===== config.mk =====
export PLATFORM = sky130hd
export DESIGN_NAME = rshn_unit
export DESIGN_NICKNAME = d
export VERILOG_FILES = /design/src/rtl/rshn_pkg.sv /design/src/rtl/rshn_elem.sv /design/src/rtl/rshn_lane.sv /design/src/rtl/rshn_unit.sv
export SDC_FILE = /design/constraint.sdc
export NUM_CORES = 2
export LEC_CHECK = 0
export BUFFER_PORTS_ARGS = -buffer_cell sky130_fd_sc_hd__buf_2
export CAP_MARGIN = 20
export CELL_PAD_IN_SITES_DETAIL_PLACEMENT = 0
export CELL_PAD_IN_SITES_GLOBAL_PLACEMENT = 1
export CORE_ASPECT_RATIO = 2
export CORE_MARGIN = 4
export CORE_UTILIZATION = 42
export DETAILED_ROUTE_END_ITERATION = 12
export PLACE_DENSITY = 0.89
export SYNTH_ARGS = -nofsm -noshare
export SYNTH_HDL_FRONTEND = slang
export SYNTH_SLANG_ARGS = --single-unit

===== constraint.sdc =====
create_clock -name clk -period 6.2 [get_ports clk]
set_input_delay 0.93 -clock clk [delete_from_list [all_inputs] [get_ports clk]]
set_output_delay 0.93 -clock clk [all_outputs]
set_load 0.01 [all_outputs]

===== src/rtl/rshn_pkg.sv =====
package rshn_pkg;
  localparam int unsigned NSIZE = 3;
  typedef enum logic [1:0] {
    SZ_16_8  = 2'd0,
    SZ_32_16 = 2'd1,
    SZ_64_32 = 2'd2,
    SZ_NONE  = 2'd3
  } size_e;
endpackage


===== src/rtl/rshn_elem.sv =====
module rshn_elem #(
  parameter int unsigned W = 16
) (
  input  logic [W-1:0]   src,
  input  logic [W-1:0]   amt_raw,
  input  logic           arith,
  output logic [W/2-1:0] res
);
  localparam int unsigned SW = $clog2(W);
  localparam int unsigned HW = W / 2;

  logic [SW-1:0] amt;
  logic [W-1:0]  shifted;
  logic          rbit;

  always_comb begin
    amt = SW'(amt_raw);
    if (arith) shifted = W'($signed(src) >>> amt);
    else       shifted = src >> amt;
    rbit = (amt != '0) ? src[amt - SW'(1)] : 1'b0;
    res  = HW'(shifted + W'(rbit));
  end

  // a zero shift passes the low half through untouched
  always_comb begin
    if (amt == '0) begin
      a_zero_shift_r6: assert (res == src[HW-1:0]);
    end
  end
endmodule


===== src/rtl/rshn_lane.sv =====
module rshn_lane
  import rshn_pkg::*;
#(
  parameter int unsigned LANE_W = 128
) (
  input  logic [LANE_W-1:0] src,
  input  logic [LANE_W-1:0] shv,
  input  logic              arith,
  input  logic [1:0]        size,
  output logic [LANE_W-1:0] res
);
  localparam int unsigned HALF = LANE_W / 2;

  logic [NSIZE-1:0][HALF-1:0] nar;

  for (genvar s = 0; s < NSIZE; s++) begin : g_sz
    localparam int unsigned W = 16 << s;
    localparam int unsigned N = LANE_W / W;
    logic [HALF-1:0] pk;
    for (genvar j = 0; j < N; j++) begin : g_el
      rshn_elem #(.W(W)) u_elem (
        .src    (src[j*W +: W]),
        .amt_raw(shv[j*W +: W]),
        .arith  (arith),
        .res    (pk[j*(W/2) +: W/2])
      );
    end
    assign nar[s] = pk;
  end

  always_comb begin
    unique case (size_e'(size))
      SZ_16_8:  res = {{HALF{1'b0}}, nar[0]};
      SZ_32_16: res = {{HALF{1'b0}}, nar[1]};
      SZ_64_32: res = {{HALF{1'b0}}, nar[2]};
      default:  res = '0;
    endcase
  end
endmodule


===== src/rtl/rshn_unit.sv =====
module rshn_unit #(
  parameter int unsigned VEC_W  = 256,
  parameter int unsigned LANE_W = 128
) (
  input  logic             clk,
  input  logic             rst,
  input  logic             in_valid,
  input  logic             arith,
  input  logic [1:0]       size,
  input  logic [VEC_W-1:0] src,
  input  logic [VEC_W-1:0] shv,
  output logic             out_valid,
  output logic [VEC_W-1:0] result
);
  localparam int unsigned NLANE = VEC_W / LANE_W;
  localparam int unsigned HALF  = LANE_W / 2;

  logic [VEC_W-1:0] nxt;

  for (genvar l = 0; l < NLANE; l++) begin : g_lane
    rshn_lane #(.LANE_W(LANE_W)) u_lane (
      .src  (src[l*LANE_W +: LANE_W]),
      .shv  (shv[l*LANE_W +: LANE_W]),
      .arith(arith),
      .size (size),
      .res  (nxt[l*LANE_W +: LANE_W])
    );

    // upper half of every lane reads zero
    p_hi_zero_r3: assert property (@(posedge clk) disable iff (rst)
      out_valid |-> (result[l*LANE_W + HALF +: HALF] == '0));
  end

  always_ff @(posedge clk) begin
    if (rst) begin
      out_valid <= 1'b0;
      result    <= '0;
    end else begin
      out_valid <= in_valid;
      if (in_valid) result <= nxt;
    end
  end

  p_vld_follows_r8: assert property (@(posedge clk) disable iff (rst)
    in_valid |=> out_valid);
  p_vld_drops_r8: assert property (@(posedge clk) disable iff (rst)
    !in_valid |=> !out_valid);
  p_hold_r8: assert property (@(posedge clk) disable iff (rst)
    !in_valid |=> $stable(result));
endmodule


After elaboration in Yosys (flattened, before gate mapping):

Cells that the tools add are included.

* word-level logic and storage cells: 287
* output and inout bits: 257
* flip-flop bits (word level): 257
* bits of input ports: 518

* mux-type cells: 114
* magnitude comparators: 28
* reduce and logical (&&, ||, !) cells: 29
* add/subtract/negate cells: 56
* shift-type cells: 56
* eq/ne operators: 2

Operators with widths (number)
* one-hot mux 64 bit (3 select lines): 2
* right shift 16 x 4 -> 8 bit: 16
* right shift 32 x 5 -> 16 bit: 8
* right shift 64 x 6 -> 32 bit: 4
* >>> shifter 16 x 4 -> 8 bit: 16
* >>> shifter 32 x 5 -> 16 bit: 8
* >>> shifter 64 x 6 -> 32 bit: 4
* adder 16 x 1 -> 16 bit: 8
* adder 32 x 1 -> 32 bit: 4
* adder 8 x 1 -> 8 bit: 16
* two-way mux 16 bit: 8
* two-way mux 32 bit: 4
* two-way mux 8 bit: 16
* less-than comparator 4 x 5 -> 1 bit, second input constant: 16
* binary-select mux 1 bit (select 4 bit): 16
* nonzero test 4 bit: 16
* subtractor 4 x 1 -> 4 bit, second input constant: 16
* two-way mux 1 bit: 56
* less-than comparator 5 x 6 -> 1 bit, second input constant: 8
* binary-select mux 1 bit (select 5 bit): 8
* nonzero test 5 bit: 8
* subtractor 5 x 1 -> 5 bit, second input constant: 8
* less-than comparator 6 x 7 -> 1 bit, second input constant: 4
* binary-select mux 1 bit (select 6 bit): 4
* 5 further kinds: 11

Depth between registers and ports, before layout:

* depth in word-level cells: 6
* gate-level depth with buffers: 24
* gate-level depth less buffers: 18

Hierarchy:

From an unflattened synthesis, not the netlist that was laid out.

* cells, all modules: 8428
* area total of the unflattened synthesis: 79517.5 sq um

Modules (own cells, without submodules)
* rshn_elem (g_lane[0].u_lane.g_sz[0].g_el[0].u_elem ...): cells an instance 108, seq. area each 0.0 sq um, area an instance 1107.3 sq um, instances 14
* rshn_elem (g_lane[1].u_lane.g_sz[2].g_el[0].u_elem ...): cells an instance 816, seq. area each 0.0 sq um, area an instance 7083.0 sq um, instances 2
* rshn_elem (g_lane[0].u_lane.g_sz[2].g_el[0].u_elem ...): cells an instance 748, seq. area each 0.0 sq um, area an instance 6632.6 sq um, instances 2
* rshn_elem (g_lane[1].u_lane.g_sz[1].g_el[0].u_elem ...): cells an instance 286, seq. area each 0.0 sq um, area an instance 2708.8 sq um, instances 4
* rshn_unit: cells an instance 828, seq. area each 5144.9 sq um, area an instance 9223.8 sq um, instances 1
* rshn_elem (g_lane[0].u_lane.g_sz[1].g_el[0].u_elem ...): cells an instance 285, seq. area each 0.0 sq um, area an instance 2611.3 sq um, instances 3
* rshn_lane: cells an instance 215, seq. area each 0.0 sq um, area an instance 1895.6 sq um, instances 2
* rshn_elem (g_lane[0].u_lane.g_sz[1].g_el[2].u_elem): cells an instance 321, seq. area each 0.0 sq um, area an instance 2879.0 sq um, instances 1
* rshn_elem (g_lane[1].u_lane.g_sz[0].g_el[6].u_elem): cells an instance 101, seq. area each 0.0 sq um, area an instance 1014.7 sq um, instances 1
* rshn_elem (g_lane[1].u_lane.g_sz[0].g_el[7].u_elem): cells an instance 109, seq. area each 0.0 sq um, area an instance 1006.0 sq um, instances 1

Worst setup path before layout:

No wires, ideal clock.

* path type: input -> register
* start point: in shv[1]
* end point: reg result[19]
* setup slack: 0.001 ns
* stages: 24
* buffers on the path: 8
* required time: 6.080 ns
* library setup time: 0.120 ns
* arrival time: 6.079 ns
* cells stage by stage: buf_4 clkinv_1 buf_2 buf_2 buf_2 buf_2 buf_1 ha_1 buf_1 clkbuf_1 mux4_2 mux4_2 mux2i_1 nand3_1 a32o_1 ha_1 inv_1 nor4_1 a32oi_1 nor3_2 and4b_1 a21boi_0 a211oi_1 o31a_1

* longest elaborated chain between the ends: 6
* elaborated cells on any way between the ends: 10
* classes of those cells: 2 x add/sub; 2 x shift; 5 x mux; 1 x reduce/logical

Ends and longest elaborated chain
* start: declaration: line rshn_unit.sv:11 `input logic [VEC_W-1:0] shv,`
* subtractor 6 x 1 -> 6 bit: line rshn_elem.sv:20 `rbit = (amt != '0) ? src[amt - SW'(1)] : 1'b0;`
* binary-select mux 1 bit (select 6 bit): line rshn_elem.sv:20
* two-way mux 1 bit (not written as such): line rshn_elem.sv:20
* two-way mux 1 bit: line rshn_elem.sv:20
* adder 32 x 1 -> 32 bit *: line rshn_elem.sv:21 `res = HW'(shifted + W'(rbit));`
* one-hot mux 64 bit (3 select lines) *: line rshn_lane.sv:32 `unique case (size_e'(size))`
* end signal: assignment: line rshn_unit.sv:40 `if (in_valid) result <= nxt;`
* end: declaration: line rshn_unit.sv:13 `output logic [VEC_W-1:0] result`

Every way passes the cells marked *; elsewhere a longest branch is shown, timed or not. The select of a mux whose other input is x is not followed.
A chain may end at the register's enable or synchronous reset.

Worst setup path in the final report:

* start point: in shv[194]
* end point: reg result[186]

The elaborated chain is that of the path after synthesis.

==> reports/metrics.csv <==
metric;value;unit
post-route clock period utilization;87.1;%
# fillers;13592;
CTS tree;done;
clock transition at the registers of the reported paths;0.06;ns
GRT Overall Usage;43.2;%
critical path class;input port to flop;
Avg Cell Area, Syn;8.67;um2
Worst setup SP type;input port;
Reg power frac;10.9;%
main flop type after synthesis;dfxtp_1;
Clock power frac;12.6;%
area of the multi-input gates;0.0507;mm2
final setup violation count;0;
Async SR Flop Fraction;0;%
share of layout cells above drive strength 1;29.1;%
met1 WL;101;mm
GP Congestion;1.09;
synthesis-to-layout area growth;5.45;%
Worst-Skew Late Latency;0.49;ns
Final Hold Vio Count;0;
setup_tns;0;ns
Worst slew margin;15.2;%
cts bufs inserted;17;
CP endpoint kind;flop;
# hold bufs at CTS;0;
sw frac;54.1;%
worst path arrival time;5.81;ns
PnR Total Power;0.00879;W
Yosys reg bits;129;
total I/O pin count;775;
Int Power;0.00404;W
DR pass1 iterations;8;
CTS resizes;0;
root buffer cell;clkbuf_16;
max incr delay on CP;0.60;ns
CP required;6.61;ns
Clock Sinks;129;
number of port buffers;466;
Gate Count Post-Synth;6663;
class of the worst hold path;flop to flop;
maximum clock insertion buffer count;2;
htree depth;4;
CP Max Fanout;58;
NetSw;0.00475;W
1st-iter DRT viols;8738;
vias per cell;7.62;
crit-path most repeated cell;a31oi_1;
CP delay by family, top;compound AO/OA/AOI/OAI gates;
worst clock skew;0;ns
worst-margin pin slew;1.27;ns
fin crit period;5.40;ns
first-pass GRT wire length;458;mm
register area;0.00258;mm2
largest net degree at the start of global routing;99;
grt ovf;0;
Syn. warnings;0;
MaxCap Viol Count;0;
synth unique cells;115;
sequential area share after synthesis;4.47;%
antenna violations before repair;27;
ANT nets after route;0;
Buf+Inv Stages, Crit Path;1;
Post-Synthesis Cell Area;0.0578;mm2
top routing layer used;met5;
vias in the first global route;61795;
CP cell instances;buf_6, mux2_2, mux4_2, nor2_1, a31oi_1, mux2_2, nor2_1, a31oi_1, ha_1, ha_1, o221a_2, nand4_1, and3b_1, a31oi_1, a211o_1, a211oi_1;
Slew Limit Fails;0;
DRC;0;
fin util;44.6;%
FMAX;185;MHz
DR WL/cell;39.0;um
RSZ-0062 raised after global routing;false;
Via Count;63649;
Post-synth EDFFs;0;
FP Rows;192;
Comb pwr share;76.4;%
met3 wire len;30.8;mm
# Post-CTS Setup Buffers;0;
status;finished, final reports clean;
Nets;7171;
DIE AREA;0.144;mm2
worst vdd ir;0.185;mV
Initial Utilization;42.3;%
core area;0.137;mm2
static leakage;22.7;nW
Power Density;144;mW/mm2
dpl hpwl;242;mm
met2 WL;151;mm
Total Wirelength;326;mm
Die Height;533;um
Worst path slowest cell;a31oi_1;
die width;270;um
per-stage QoR:
step	area [um2]	std cells	setup slack, ns	hold WS [ns]
after floorplan	58300	6790	0.00147	0.484
after global placement	60200	8293	0.651	0.443
after detailed placement	60200	8293	0.595	0.452
after CTS	60800	8324	1.11	0.466
after global routing	60900	8334	0.691	0.490
final	60900	8351	0.797	0.470
sequential cells by signal (all words and copies together) (netlist names):
| name | flops |
|---|---|
| out_valid | 1 |
| result | 128 |
path summary, 6_finish.rpt:
check | from | endpoint | slack (ns) | cells after the start
max reg2reg | result[28] | result[28] | 4.70 | 5
max | shv[194] | result[186] | 0.80 | 16
min reg2reg | result[11] | result[11] | 0.47 | 2
min | result[11] | result[11] | 0.47 | 2
Yosys cell counts (58+ instances only):
master	instances	share of area, %
nor3_1	122	1.1
o21ai_0	320	2.8
ha_1	80	1.7
buf_4	164	2.1
nand3_1	172	1.5
nand2b_1	58	0.63
nand2_1	591	3.8
a221oi_1	79	1.2
mux4_2	779	30
a21oi_1	291	2.5
xor2_1	126	1.9
nor2_1	466	3.0
a22oi_1	85	1.1
nor2b_1	84	0.91
clkbuf_1	520	3.4
inv_1	103	0.67
buf_2	113	0.98
mux2_2	245	4.8
o22ai_1	91	0.99
dfxtp_1	129	4.5
a31oi_1	74	0.80
and2_1	72	0.78
a211oi_1	107	1.4
mux2i_1	475	8.2
o211ai_1	93	1.2
xnor2_1	178	2.7
buf_1	92	0.60
cell families (layout without fill, tap and decap cells):
kind of cell	count (synthesis)	in the layout	synth area share (%)
other	1	148	0.00649
DFF	129	129	4.47
adders and majority gates	80	80	1.73
AOI/OAI and AO/OA	1686	1686	20.2
xor gates and xnor gates	304	304	4.61
muxes	1517	1517	44.1
and+or+nand+nor	1892	1892	16.1
buffers and inverters	1054	849	8.81
cell type report:
class,count,area share (%)
multi-input cells,5607,83.2
repair buffers,697,7.21
flip-flops and latches,129,4.24
well taps,1746,3.58
inverters,121,0.747
clock buffers,18,0.704
clock inverters,13,0.269
diodes,20,0.0821
power by group through the flow:
| stage | sequential, W | combinational (W) | clock, W |
|---|---|---|---|
| final | 0.000962 | 0.00672 | 0.00111 |
| after global routing | 0.000964 | 0.00692 | 0.00115 |
| after CTS | 0.000956 | 0.00642 | 0.00111 |
| after detailed placement | 0.000973 | 0.00639 | 0 |
| after global placement | 0.000974 | 0.00634 | 0 |
| after floorplan | 0.000970 | 0.00418 | 0 |
worst min-delay path: stages (launching register included):
cell     delay [ns]
dfxtp_1        0.34
nand2_1        0.05
o21ai_0        0.05
routing by layer:
metal,track usage [%],vias to the layer above
li1,-,25721
met4,42.9,10
met2,71.4,5065
met5,0,-
met1,44.5,31171
met3,9.30,1682
cell usage in the layout (no fill, tap or decap), types with 48 or more instances in the layout:
master and instances:
or2_2 51, mux2_2 245, mux2i_1 474, and2_1 72, a211oi_1 107, a22oi_1 85, buf_2 450, a31oi_1 74
buf_4 219, nand3_1 172, a21oi_1 290, nor2_1 455, o221ai_1 48, conb_1 128, and3_1 57, dfxtp_1 129
inv_1 100, a221oi_1 79, o22ai_1 91, mux4_2 779, o21ai_0 320, nand2b_1 58, nor2b_1 84, ha_1 80
nor3_1 122, xor2_1 126, o211ai_1 93, nand2_1 589, xnor2_1 178
(Power assumes the default switching activity.)
